[src/rtl/sync_serial_port.sv]
module sync_serial_port #(
  parameter int DW = 16
) (
  input  logic                    clk,
  input  logic                    rst_n,
  input  logic                    enable,
  input  logic                    master,
  input  logic                    cpol,
  input  logic                    cpha,
  input  logic                    msb_first,
  input  logic [$clog2(DW)-1:0]   wsel,
  input  logic                    open_drain,
  input  logic                    baud_tick,
  input  logic                    tx_wr,
  input  logic [DW-1:0]           tx_wdata,
  input  logic                    rx_clr,
  output logic [DW-1:0]           rx_data,
  output logic                    rx_full,
  output logic                    tx_empty,
  output logic                    busy,
  input  logic                    sclk_i,
  output logic                    sclk_o,
  output logic                    sclk_oe,
  input  logic                    mosi_i,
  output logic                    mosi_o,
  output logic                    mosi_oe,
  input  logic                    miso_i,
  output logic                    miso_o,
  output logic                    miso_oe
);
  localparam int CW = $clog2(DW + 1);

  function automatic logic obit(input logic [DW-1:0] v, input logic [CW-1:0] w, input logic m);
    return m ? v[w - CW'(1)] : v[0];
  endfunction

  function automatic logic [DW-1:0] shl(input logic [DW-1:0] v, input logic b,
                                        input logic [CW-1:0] w, input logic m,
                                        input logic [DW-1:0] mk);
    if (m) return ((v << 1) | DW'(b)) & mk;
    return ((v & mk) >> 1) | (DW'(b) << (w - CW'(1)));
  endfunction

  logic [CW-1:0] wid, n_q;
  logic [DW-1:0] mask, sh_q, tbuf_q, rx_q, sh_sft, sh_smp, res;
  logic tx_empty_q, busy_q, rx_full_q, st_q, din_q, sclk_q, mosi_q, miso_q;
  logic [2:0] ck_s;
  logic [1:0] d_s;
  logic in_bit, m_act, m_lead, m_tog, m_sft, m_smp;
  logic s_edge, s_lead, s_sft, s_smp, sft_ev, smp_ev, fin_sft, fin_smp, done;

  assign wid  = (wsel == '0) ? CW'(2) : CW'(wsel) + CW'(1);
  assign mask = {DW{1'b1}} >> (CW'(DW) - wid);

  assign m_act  = enable & master & busy_q & baud_tick;
  assign m_lead = (sclk_q == cpol);
  assign m_tog  = m_act & (st_q | cpha);
  assign m_sft  = m_act & (~st_q | (m_lead == cpha));
  assign m_smp  = m_act & st_q & (m_lead != cpha);

  assign s_edge = enable & ~master & (ck_s[1] ^ ck_s[2]);
  assign s_lead = (ck_s[2] == cpol);
  assign s_smp  = s_edge & (s_lead != cpha);
  assign s_sft  = s_edge & (s_lead == cpha);

  assign sft_ev = m_sft | s_sft;
  assign smp_ev = m_smp | s_smp;
  assign in_bit = master ? miso_i : d_s[1];
  assign sh_sft = shl(sh_q, din_q, wid, msb_first, mask);
  assign sh_smp = shl(sh_q, in_bit, wid, msb_first, mask);

  assign fin_sft = sft_ev & ~cpha & (n_q == wid);
  assign fin_smp = smp_ev & cpha & ((n_q + CW'(1)) == wid);
  assign done    = fin_sft | fin_smp;
  assign res     = fin_smp ? sh_smp : sh_sft;

  always_ff @(posedge clk or negedge rst_n) begin
    if (!rst_n) begin
      ck_s       <= '0;
      d_s        <= '0;
      sh_q       <= '0;
      tbuf_q     <= '0;
      rx_q       <= '0;
      n_q        <= '0;
      tx_empty_q <= 1'b1;
      busy_q     <= 1'b0;
      rx_full_q  <= 1'b0;
      st_q       <= 1'b0;
      din_q      <= 1'b0;
      sclk_q     <= 1'b0;
      mosi_q     <= 1'b1;
      miso_q     <= 1'b1;
    end else begin
      ck_s <= {ck_s[1:0], sclk_i};
      d_s  <= {d_s[0], mosi_i};
      if (rx_clr) rx_full_q <= 1'b0;

      if (m_tog) sclk_q <= ~sclk_q;
      else if (!st_q) sclk_q <= cpol;
      if (m_act) st_q <= 1'b1;

      if (smp_ev) begin
        din_q  <= in_bit;
        n_q    <= n_q + CW'(1);
        busy_q <= 1'b1;
      end

      if (sft_ev) begin
        busy_q <= 1'b1;
        if (n_q != '0 && n_q != wid) sh_q <= sh_sft;
        if (n_q != wid) begin
          if (master) mosi_q <= obit((n_q == '0) ? sh_q : sh_sft, wid, msb_first);
          else        miso_q <= obit((n_q == '0) ? sh_q : sh_sft, wid, msb_first);
        end
      end

      if (done) begin
        rx_q      <= res & mask;
        rx_full_q <= 1'b1;
        n_q       <= '0;
        st_q      <= 1'b0;
        if (!tx_empty_q) begin
          sh_q       <= tbuf_q;
          tx_empty_q <= 1'b1;
          busy_q     <= 1'b1;
          if (!master) miso_q <= obit(tbuf_q, wid, msb_first);
        end else begin
          sh_q   <= res;
          busy_q <= 1'b0;
          if (!master) miso_q <= obit(res, wid, msb_first);
        end
      end

      if (tx_wr) begin
        if (!busy_q || (done && tx_empty_q)) begin
          sh_q   <= tx_wdata;
          busy_q <= 1'b1;
          if (!master) miso_q <= obit(tx_wdata, wid, msb_first);
        end else begin
          tbuf_q     <= tx_wdata;
          tx_empty_q <= 1'b0;
        end
      end
    end
  end

  assign rx_data  = rx_q;
  assign rx_full  = rx_full_q;
  assign tx_empty = tx_empty_q;
  assign busy     = busy_q;

  assign sclk_oe = enable & master;
  assign mosi_oe = enable & master;
  assign sclk_o  = (enable & master) ? sclk_q : 1'b1;
  assign mosi_o  = (enable & master) ? mosi_q : 1'b1;
  assign miso_o  = (enable & ~master) ? miso_q : 1'b1;
  assign miso_oe = enable & ~master & (~open_drain | ~miso_q);

  AST_BITCOUNT_IN_WIDTH: assert property (@(posedge clk) disable iff (!rst_n)
    n_q <= wid);
  AST_RXFULL_AFTER_WORD: assert property (@(posedge clk) disable iff (!rst_n)
    $rose(rx_full_q) |-> $past(busy_q));
  AST_MASTER_DATA_HOLD: assert property (@(posedge clk) disable iff (!rst_n)
    (master && !busy_q) |=> $stable(mosi_q));
  AST_IDLE_MEANS_EMPTY: assert property (@(posedge clk) disable iff (!rst_n)
    !busy_q |-> tx_empty_q);
endmodule

[config.mk]
export PLATFORM = sky130hd
export DESIGN_NAME = sync_serial_port
export DESIGN_NICKNAME = d
export VERILOG_FILES = /design/src/rtl/sync_serial_port.sv
export SDC_FILE = /design/constraint.sdc
export NUM_CORES = 1
export LEC_CHECK = 0
export BUFFER_PORTS_ARGS = -buffer_cell sky130_fd_sc_hd__buf_4
export CORE_ASPECT_RATIO = 0.8
export CORE_MARGIN = 4
export CORE_UTILIZATION = 55
export DETAILED_ROUTE_END_ITERATION = 7
export GPL_ROUTABILITY_DRIVEN = 0
export PLACE_DENSITY = 0.78
export REMOVE_ABC_BUFFERS = 1
export SLEW_MARGIN = 20
export SYNTH_ARGS = -nofsm -noshare
export SYNTH_HDL_FRONTEND = slang
export SYNTH_SLANG_ARGS = --single-unit
export TNS_END_PERCENT = 20
[constraint.sdc]
create_clock -name clk -period 2.8 [get_ports clk]
set_input_delay 0.56 -clock clk [delete_from_list [all_inputs] [get_ports clk]]
set_output_delay 0.56 -clock clk [all_outputs]
set_load 0.01 [all_outputs]
==> results.json, run 1 <==
{
  "start_util_pct": 57.8,
  "synth_cell_type_count": 89,
  "io_pins": 59,
  "ys_seq_area_share_pct": 27.3,
  "ys.flop_type": "dfrtp_1",
  "place.port_buffers": 58,
  "synth-simple-area-share_pct": 23.5,
  "rows": 33,
  "htreeDepth": 3,
  "die_w_um": 125,
  "syn_area_per_cell_um2": 8.02,
  "dp_hpwl_um": 18900,
  "synth_mux_area_share_pct": 8.10,
  "grt_max_degree": 67,
  "synth_top_family_by_area": "compound AO/OA/AOI/OAI gates",
  "stop_stage": "global routing",
  "synthArstFlopShare_pct": 100,
  "synthAdderAreaFrac_pct": 1.45,
  "grt_remaining_overflow": 161,
  "synth_edf_count": 0,
  "pre_cts_ws_ps": -1070,
  "firstError": "[ERROR GRT-0232] Routing congestion too high. Check the congestion heatmap in the GUI.",
  "ys_seq_elements": 66,
  "max-clock-path-buffers": 2,
  "ys_warn_count": 0,
  "syn_area_um2": 6060,
  "cts_hold_buf": 0,
  "synth_compound_area_share_pct": 30.7,
  "clock_sinks": 66,
  "synthXorXnorAreaFrac_pct": 2.79,
  "numPlacedInstances": 1112,
  "cts_root_buf": "clkbuf_16",
  "track_usage_pct": 81.8,
  "die_y_um": 102,
  "cts_made_buffers": 9,
  "status": "did not finish",
  "synthCells": 755
}
==> what timing repair did <==
| item | 4_1_cts |
|---|---|
| endpoints found under the setup margin | 57 |
| gates cloned | 6 |
| resized for setup | 185 |
| pin swaps | 75 |
| buffers inserted | 29 |
| hold endpoints to repair | 0 |
==> stage by stage <==
stage | TNS, ps | instance area (um^2) | hold slack [ps] | utilization [%]
after floorplan | -52380 | 5760 | 264 | -
after global placement | -31930 | 8130 | 334 | 77.6
after detailed placement | -37660 | 8130 | 342 | 77.6
after CTS | -4330 | 9580 | 318 | 91.4
==> synth_stat cells (all sizes together), types with 5 or more instances <==
library cell,count,area [um^2]
nand3,33,183
xnor2,11,134
nand2,105,397
a211o,5,43.8
o22ai,7,57.6
a22oi,6,50.1
ha,7,87.6
o311ai,6,52.6
dfrtp,63,1580
a21o,7,60.1
mux2,28,315
o211ai,9,77.6
mux2i,13,130
nor2,57,214
o41ai,5,73.8
o31ai,14,105
clkbuf,28,105
nor4,12,103
buf,33,194
a21oi,49,253
inv,20,75.1
nand4,7,43.8
o21ai,45,225
nor3,15,75.1
a211oi,33,258
o21a,6,45.0
and3,7,43.8
nor2b,13,81.3
a31oi,14,87.6
nand2b,10,62.6
==> logic make-up after synthesis <==
kind of cell	Yosys count
multiplexers	43
AND/OR/NAND/NOR	286
flip-flops	66
XOR/XNOR	15
buffers and inverters	81
adder cells (fa/ha/maj)	7
AO/OA/AOI/OAI	257
==> per-layer routing <==
metal | overflow | global-route usage [%]
met1 | 3 | 79.7
met2 | 80 | 96.6
met3 | 8 | 68.6
met4 | 68 | 88.1
met5 | 2 | 37.1
==> inputs of run 2 (changes only) <==
--- a/config.mk
+++ b/config.mk
@@ -6,12 +6,11 @@
 export NUM_CORES = 1
 export LEC_CHECK = 0
 export BUFFER_PORTS_ARGS = -buffer_cell sky130_fd_sc_hd__buf_4
-export CORE_ASPECT_RATIO = 0.8
 export CORE_MARGIN = 4
-export CORE_UTILIZATION = 55
+export CORE_UTILIZATION = 40
 export DETAILED_ROUTE_END_ITERATION = 7
 export GPL_ROUTABILITY_DRIVEN = 0
-export PLACE_DENSITY = 0.78
+export PLACE_DENSITY_LB_ADDON = 0.15
 export REMOVE_ABC_BUFFERS = 1
 export SLEW_MARGIN = 20
 export SYNTH_ARGS = -nofsm -noshare
==> constraint.sdc (replaced) <==
create_clock -name clk -period 3.64 [get_ports clk]
set_input_delay 0.728 -clock clk [delete_from_list [all_inputs] [get_ports clk]]
set_output_delay 0.728 -clock clk [all_outputs]
set_load 0.01 [all_outputs]
==> results.json, run 2 <==
{
  "clockPowerShare_pct": 23.1,
  "die_y_um": 131,
  "cts_hold_buf": 0,
  "hp-class": "flop to flop",
  "syn_area_per_cell_um2": 8.02,
  "die_w_um": 131,
  "start_util_pct": 41.2,
  "antenna_cells": 0,
  "area_delta_synth_final_pct": 36.9,
  "grt_antenna_before_repair": 0,
  "synth_area_leaders": "dfrtp_1 26%, nand2_1 6.4%, a21oi_1 3.9%, a211oi_1 3.8%, mux2_2 3.5%",
  "grt_pass1_vias": 7029,
  "powerDensity_nw_per_um2": 511,
  "htreeDepth": 3,
  "grt_pass1_wl_um": 38100,
  "comb_power_share_pct": 48.5,
  "place.port_buffers": 58,
  "fin_crit_sh_pct": 98.8,
  "crit_type": "primary input to flop",
  "fin_crit_ps": 3600,
  "drive_gt1_share_pct": 34.5,
  "synthArstFlopShare_pct": 100,
  "totalWireLength_um": 24800,
  "synthCells": 755,
  "worstMarginPinSlew_ps": 897,
  "clkTransAtPathRegs_ps": 60,
  "dp_hpwl_um": 18200,
  "postRouteAntennaNets": 0,
  "hold_viol": 0,
  "yosys.area.top_type": "dfrtp_1",
  "track_usage_pct": 28.7,
  "syn_area_um2": 6060,
  "max-clock-path-buffers": 2,
  "core-area_um2": 14700,
  "io_pins": 59,
  "required_ps": 3910,
  "drc": 0,
  "clock_sinks": 66,
  "nets": 967,
  "firstDrtPassIters": 8,
  "cts_root_buf": "clkbuf_16",
  "grt_remaining_overflow": 0,
  "ys_seq_area_share_pct": 27.3,
  "leakagePower_nw": 3.51,
  "rows": 44,
  "holdWs_ps": 354,
  "final_common_cell": "buf_4",
  "swShare_pct": 41.6,
  "power_switching_w": 0.00176,
  "total_power_w": 0.00423,
  "cts_made_buffers": 9,
  "synth_cell_type_count": 89,
  "ys_top_cells_by_count": "104 x nand2_1, 63 x dfrtp_1, 57 x nor2_1",
  "post-synth-top-count-cell": "nand2_1",
  "p_int_w": 0.00247,
  "ys.flop_type": "dfrtp_1",
  "vias": 7282,
  "post_drt_wl_per_cell_um": 22.2,
  "grt_max_degree": 67,
  "status": "finished clean",
  "final_cell_mix": "207 x buf_4, 104 x nand2_1, 63 x dfrtp_1, 57 x nor2_1, 46 x a21oi_1",
  "clkLatencyLatePin_ps": 350,
  "via_per_inst": 6.53,
  "ir_drop_mv": 0.349,
  "slew_violations": 0,
  "synth_edf_count": 0,
  "finalClockSkew_ps": 5.25,
  "drv_cap": 0,
  "crit_arrival_ps": 3870,
  "cts_tree": "done",
  "dieArea_um2": 17200,
  "endpoint_kind": "flop",
  "seqPwrFrac_pct": 28.4,
  "finalSetupViolCount": 0,
  "critPathLaunchType": "primary input",
  "drt_iter0_markers": 1071,
  "ys_seq_elements": 66,
  "cp_max_fo": 10,
  "max_freq_mhz": 278,
  "ys_warn_count": 0,
  "synthDominantCellAreaShare_pct": 26.0,
  "slew_headroom_pct": 40.2
}
==> run 2: cell counts after synthesis <==
No cell type changed its count.
==> run 2: what timing repair did <==
| action | in CTS | in global routing |
|---|---|---|
| endpoints found under the hold margin | 0 | 0 |
| setup endpoints to repair | 1 | 7 |
| gates cloned | 0 | 1 |
| resized for setup | 1 | 41 |
| buffers inserted | 0 | 10 |
| pin swaps | 0 | 12 |
==> run 2: power groups by stage <==
stage,Sequential (W),Clock [W],Combinational (W)
2_1_floorplan,0.00112,0,0.00104
3_3_place_gp,0.00119,0,0.00186
3_5_place_dp,0.00119,0,0.00189
4_1_cts,0.00118,0.000993,0.00191
5_1_grt,0.00122,0.00102,0.00220
6_report,0.00120,0.000977,0.00205
==> run 2: layer usage <==
metal	track usage (%)	wire, um	vias to the layer above
met5	0	0	-
met4	15.3	1490	0
met3	7.01	2510	137
met2	44.7	11000	497
met1	36.9	9750	3459
li1	-	-	3189
==> run 2: logic make-up (layout without fill, tap and decap cells) <==
family / count (synthesis) / in the layout / share of synthesized area, %
xor gates and xnor gates: 15 / 15 / 2.79
AOI/OAI and AO/OA: 257 / 258 / 30.7
adders and majority gates: 7 / 7 / 1.45
muxes: 43 / 43 / 8.10
and+or+nand+nor: 286 / 286 / 23.5
buffers and inverters: 81 / 256 / 6.18
DFF: 66 / 66 / 27.3
==> run 2: worst max-delay path: stages <==
cell	delay [ps]
buf_4	120
ha_2	190
buf_4	160
or3b_1	370
o31a_1	260
buf_6	150
a22o_4	310
buf_8	160
nand2_1	280
nor2_1	100
a31oi_1	300
buf_4	170
a32oi_1	160
o211ai_1	280
a211oi_2	110
==> run 2: final timing paths <==
kind	startpoint	end	slack, ps	cells after the start
max	wsel[0]	miso_q	40	15
min in group asynchronous	rst_n	n_q[0]	500	1
max reg2reg	n_q[1]	miso_q	220	13
min	d_s[0]	d_s[1]	350	0
max in group asynchronous	rst_n	rx_data[6]	2550	1
min reg2reg	d_s[0]	d_s[1]	350	0
==> run 2: through the flow <==
stage	util, %	cell area [um^2]	instances	worst slack [ps]	setup TNS, ps
after floorplan	-	5760	694	-807	-15060
after global placement	52.2	7680	1088	-245	-1110
final	56.4	8290	1115	44.8	0
after global routing	56.4	8290	1115	-2.90	-2.90
after detailed placement	52.2	7680	1088	-369	-3130
after CTS	54.5	8010	1104	46.7	0
==> run 2: cell type report <==
cell class / count / area, um^2
fill: 1340 / 6410
multi-input combinational: 609 / 4220
timing repair buffer: 220 / 1780
sequential: 66 / 1660
clock buffer: 10 / 239
tap: 184 / 230
clock inverter: 6 / 88.8
inverter: 20 / 75.1
No activity file was read; power rests on OpenSTA's default activity.
==> inputs of run 3 (changes only) <==
--- a/config.mk
+++ b/config.mk
@@ -11,6 +11,7 @@
 export DETAILED_ROUTE_END_ITERATION = 7
 export GPL_ROUTABILITY_DRIVEN = 0
 export PLACE_DENSITY_LB_ADDON = 0.15
+export RECOVER_POWER = 25
 export REMOVE_ABC_BUFFERS = 1
 export SLEW_MARGIN = 20
 export SYNTH_ARGS = -nofsm -noshare
==> results.json, run 3 (synthesized netlist as in run 2, its figures left out) <==
{
  "rows": 44,
  "dieArea_um2": 17200,
  "cpMostUsedCell": "buf_4",
  "nets": 967,
  "cts_made_buffers": 9,
  "grt_pass1_vias": 7029,
  "comb_power_share_pct": 48.5,
  "cp_slowest_stage_delay_ps": 370,
  "path_delay_family": "compound AO/OA/AOI/OAI gates",
  "firstDrtPassIters": 8,
  "numPlacedInstances": 1088,
  "final_common_cell": "buf_4",
  "antenna_cells": 0,
  "final_cell_mix": "204 x buf_4, 104 x nand2_1, 63 x dfrtp_1, 57 x nor2_1, 46 x a21oi_1",
  "max-clock-path-buffers": 2,
  "hold_depth": 0,
  "leakagePower_nw": 3.51,
  "rr_endpoint": "miso_q",
  "p_int_w": 0.00247,
  "io_pins": 59,
  "path_cells": "buf_4 -> ha_2 -> buf_4 -> or3b_1 -> o31a_1 -> buf_6 -> a22o_4 -> buf_8 -> nand2_1 -> nor2_1 -> a31oi_1 -> buf_4 -> a32oi_1 -> o211ai_1 -> a211oi_2",
  "required_ps": 3910,
  "drt_iter0_markers": 1071,
  "cts_tree": "done",
  "fin_crit_ps": 3580,
  "critPathLaunchType": "primary input",
  "grt_remaining_overflow": 0,
  "hp-class": "flop to flop",
  "drive_gt1_share_pct": 34.5,
  "hold_viol": 0,
  "endpoint_kind": "flop",
  "via_per_inst": 6.52,
  "place.port_buffers": 58,
  "post_drt_wl_per_cell_um": 22.3,
  "seqPwrFrac_pct": 28.4,
  "path_buf_inv": 5,
  "final_cells": 1115,
  "htreeDepth": 3,
  "area_delta_synth_final_pct": 36.8,
  "die_y_um": 131,
  "max_freq_mhz": 280,
  "core-area_um2": 14700,
  "postRouteAntennaNets": 0,
  "r2r_slack_ps": 240,
  "crit_type": "primary input to flop",
  "ir_drop_mv": 0.351,
  "violations": "capacitance limit, slew limit",
  "slew_headroom_pct": -17.0,
  "slew_violations": 67,
  "drv_cap": 1,
  "swShare_pct": 41.6,
  "totalWireLength_um": 24800,
  "clkTransAtPathRegs_ps": 60,
  "worstMarginPinSlew_ps": 1760,
  "start_util_pct": 41.2,
  "holdCritStartpoint": "d_s[0]",
  "finalSetupViolCount": 0,
  "power_switching_w": 0.00176,
  "drc": 0,
  "status": "complete, but fails checks",
  "crit_arrival_ps": 3850,
  "finalClockSkew_ps": 5.33,
  "nFillCells": 1341,
  "slowest_stage": "or3b_1",
  "holdPathEnd": "d_s[1]",
  "track_usage_pct": 28.7,
  "r2r_start": "n_q[1]",
  "clkLatencyLatePin_ps": 350,
  "clock_sinks": 66,
  "grt_antenna_before_repair": 0,
  "cp_max_fo": 10,
  "die_w_um": 131,
  "dp_hpwl_um": 18200,
  "grt_max_degree": 67,
  "grt_pass1_wl_um": 38100,
  "r2r_cells": 13,
  "clockPowerShare_pct": 23.1,
  "powerDensity_nw_per_um2": 511,
  "cts_hold_buf": 0,
  "cts_root_buf": "clkbuf_16",
  "vias": 7274,
  "setup_tns_ps": 0,
  "fin_crit_sh_pct": 98.3
}
[run 3: worst max path at each step]
stage,startpoint,to,slack [ps],cells after the start
CTS,wsel[0],mosi_q,50,13
finish,wsel[0],miso_q,60,15
global placement,wsel[0],miso_q,-240,16
floorplan,wsel[0],miso_q,-810,14
global route,wsel[1],miso_q,-3,18
detailed placement,wsel[0],miso_q,-370,16
[run 3: repair_timing]
action,4_1_cts,5_1_grt
resized for setup,1,41
pin swaps,0,12
cloned,0,1
setup endpoints to repair,1,7
setup buffers,0,10
[run 3: worst reg2reg max path: cells and delay by family, from the launching register on]
kind | cells | cell delay, ps
flip-flops | 1 | 430
AO/OA/AOI/OAI | 8 | 1710
buffers and inverters | 2 | 250
AND/OR/NAND/NOR | 2 | 610
adder cells (fa/ha/maj) | 1 | 340
[run 3: through the flow]
step	hold slack [ps]	total power (W)	utilization [%]	area (um^2)	worst slack (ps)
2_1_floorplan	331	0.00216	-	5760	-807
3_3_place_gp	334	0.00305	52.2	7680	-245
3_5_place_dp	340	0.00309	52.2	7680	-369
4_1_cts	354	0.00409	54.5	8010	46.7
5_1_grt	367	0.00444	56.4	8290	-2.90
6_report	355	0.00423	56.4	8290	63.1
[run 3: layout make-up]
type / instances / area [um^2] / share of cell area (%)
flip-flops and latches: 66 / 1660 / 20.0
clock buffers: 10 / 239 / 2.88
repair buffers: 220 / 1780 / 21.5
clock inverters: 6 / 88.8 / 1.07
inverters: 20 / 75.1 / 0.906
well taps: 184 / 230 / 2.78
multi-input cells: 609 / 4220 / 50.9
[run 3: power by group through the flow]
stage               clock network, W  registers, W  logic (W)
floorplan                          0       0.00112    0.00104
global placement                   0       0.00119    0.00186
detailed placement                 0       0.00119    0.00189
CTS                         0.000993       0.00118    0.00191
global route                 0.00102       0.00122    0.00220
finish                      0.000978       0.00120    0.00205
[run 3: layer usage]
metal / global-route usage, % / vias to the layer above / wire length (um)
li1: - / 3191 / -
met1: 36.9 / 3450 / 9760
met2: 44.7 / 495 / 11000
met3: 7.01 / 138 / 2560
met4: 15.3 / 0 / 1510
met5: 0 / - / 0
==> inputs of run 4 (changes only) <==
--- a/config.mk
+++ b/config.mk
@@ -6,6 +6,8 @@
 export NUM_CORES = 1
 export LEC_CHECK = 0
 export BUFFER_PORTS_ARGS = -buffer_cell sky130_fd_sc_hd__buf_4
+export CELL_PAD_IN_SITES_DETAIL_PLACEMENT = 1
+export CELL_PAD_IN_SITES_GLOBAL_PLACEMENT = 1
 export CORE_MARGIN = 4
 export CORE_UTILIZATION = 40
 export DETAILED_ROUTE_END_ITERATION = 7
==> results.json, run 4 (synthesized netlist as in run 2, its figures left out) <==
{
  "cts_made_buffers": 9,
  "required_ps": 3920,
  "drv_cap": 1,
  "grt_remaining_overflow": 0,
  "dieArea_um2": 17200,
  "setup_ws_ps": -100,
  "final_cell_mix": "233 x buf_4, 103 x nand2_1, 62 x dfrtp_1, 55 x nor2_1, 45 x a21oi_1",
  "fin_crit_ps": 3740,
  "io_pins": 59,
  "cpMostUsedCell": "buf_4",
  "holdCritStartpoint": "d_s[0]",
  "rr_endpoint": "miso_q",
  "final_cells": 1138,
  "slew_violations": 67,
  "critPathLaunchType": "primary input",
  "drc": 0,
  "finalSetupViolCount": 1,
  "status": "complete, but fails checks",
  "holdPathEnd": "d_s[1]",
  "numPlacedInstances": 1111,
  "dp_hpwl_um": 21100,
  "fin_util_pct": 57.0,
  "area_delta_synth_final_pct": 38.4,
  "clock_sinks": 66,
  "antenna_cells": 0,
  "total_power_w": 0.00429,
  "r2r_cells": 13,
  "clkTransAtPathRegs_ps": 60,
  "drive_gt1_share_pct": 36.5,
  "violations": "capacitance limit, slew limit, setup timing",
  "endpoint_kind": "flop",
  "hold_depth": 0,
  "firstDrtPassIters": 5,
  "max_freq_mhz": 267,
  "slew_headroom_pct": -16.5,
  "grt_max_degree": 67,
  "cp_max_fo": 10,
  "via_per_inst": 6.63,
  "die_y_um": 131,
  "nets": 990,
  "finalClockSkew_ps": 6.83,
  "grt_pass1_vias": 7714,
  "holdWs_ps": 350,
  "track_usage_pct": 33.2,
  "grt_antenna_before_repair": 0,
  "place.port_buffers": 58,
  "slowest_stage": "or3b_1",
  "final_common_cell": "buf_4",
  "r2r_slack_ps": 60,
  "start_util_pct": 41.2,
  "vias": 7543,
  "cts_root_buf": "clkbuf_16",
  "core-area_um2": 14700,
  "ir_drop_mv": 0.255,
  "hold_viol": 0,
  "fin_crit_sh_pct": 103,
  "max-clock-path-buffers": 2,
  "leakagePower_nw": 3.60,
  "totalWireLength_um": 29300,
  "worstMarginPinSlew_ps": 1750,
  "clkLatencyLatePin_ps": 360,
  "post_drt_wl_per_cell_um": 25.7,
  "cts_tree": "done",
  "place_area_um2": 7830,
  "drt_iter0_markers": 848,
  "powerDensity_nw_per_um2": 512,
  "htreeDepth": 3,
  "crit_type": "primary input to flop",
  "hp-class": "flop to flop",
  "final_area_um2": 8380,
  "rows": 44,
  "r2r_start": "n_q[1]",
  "grt_pass1_wl_um": 43400,
  "die_w_um": 131,
  "crit_arrival_ps": 4020,
  "cp_slowest_stage_delay_ps": 400,
  "postRouteAntennaNets": 0,
  "path_cells": "buf_4 -> ha_1 -> buf_4 -> or3b_1 -> o31a_4 -> a22o_4 -> clkbuf_4 -> nor4_1 -> a211oi_1 -> and3_1 -> nor4_2 -> o211ai_1 -> a211oi_2"
}
==> run 4: cell types whose count changed in the layout (fill, tap and decap cells not counted), sizes merged <==
cell / previous run / this run
a21o: 8 / 7
clkinv: 1 / 3
bufinv: 2 / 1
buf: 217 / 240
==> run 4: power by group <==
part | switching (W) | total [W] | internal [W]
clock | 0.000373 | 0.000908 | 0.000536
sequential | 0.000287 | 0.00121 | 0.000926
combinational | 0.00124 | 0.00217 | 0.000932
==> run 4: critical path, delay by kind of cell <==
family	cells	cell delay (ps)
adders and majority gates	1	230
buffers and inverters	3	500
AOI/OAI and AO/OA	5	1290
and+or+nand+nor	4	1270
==> run 4: stage by stage <==
| step | TNS, ps | setup WS, ps |
|---|---|---|
| floorplan | -15060 | -807 |
| global placement | -2490 | -238 |
| detailed placement | -9150 | -537 |
| CTS | 0 | 3.27 |
| global route | -216 | -105 |
| finish | -100 | -100 |
==> run 4: per-layer routing <==
layer	vias to the layer above	track usage, %	wire [um]
li1	3225	-	-
met2	476	53.1	13300
met5	-	0	0
met1	3643	41.4	11300
met4	0	19.4	2070
met3	199	7.13	2590
==> run 4: final cells by class <==
cell class	instances	area, um^2
Inverter	20	75.1
Multi-Input combinational cell	608	4200
Timing Repair Buffer	244	1920
Fill cell	1800	6320
Clock buffer	9	225
Tap cell	184	230
Clock inverter	7	78.8
Sequential cell	66	1660
==> run 4: worst max path at each step <==
stage	from	end	cells past startpoint
after CTS	wsel[0]	miso_q	12
after floorplan	wsel[0]	miso_q	14
after global routing	wsel[0]	miso_q	13
after global placement	wsel[0]	sh_q[11]	15
final	wsel[0]	miso_q	13
after detailed placement	wsel[0]	miso_q	14
==> run 4: what timing repair did <==
action	CTS	global route
gates resized for setup	3	38
hold buffers	0	0
pin swaps	0	9
buffers inserted	0	11
endpoints found under the setup margin	4	26
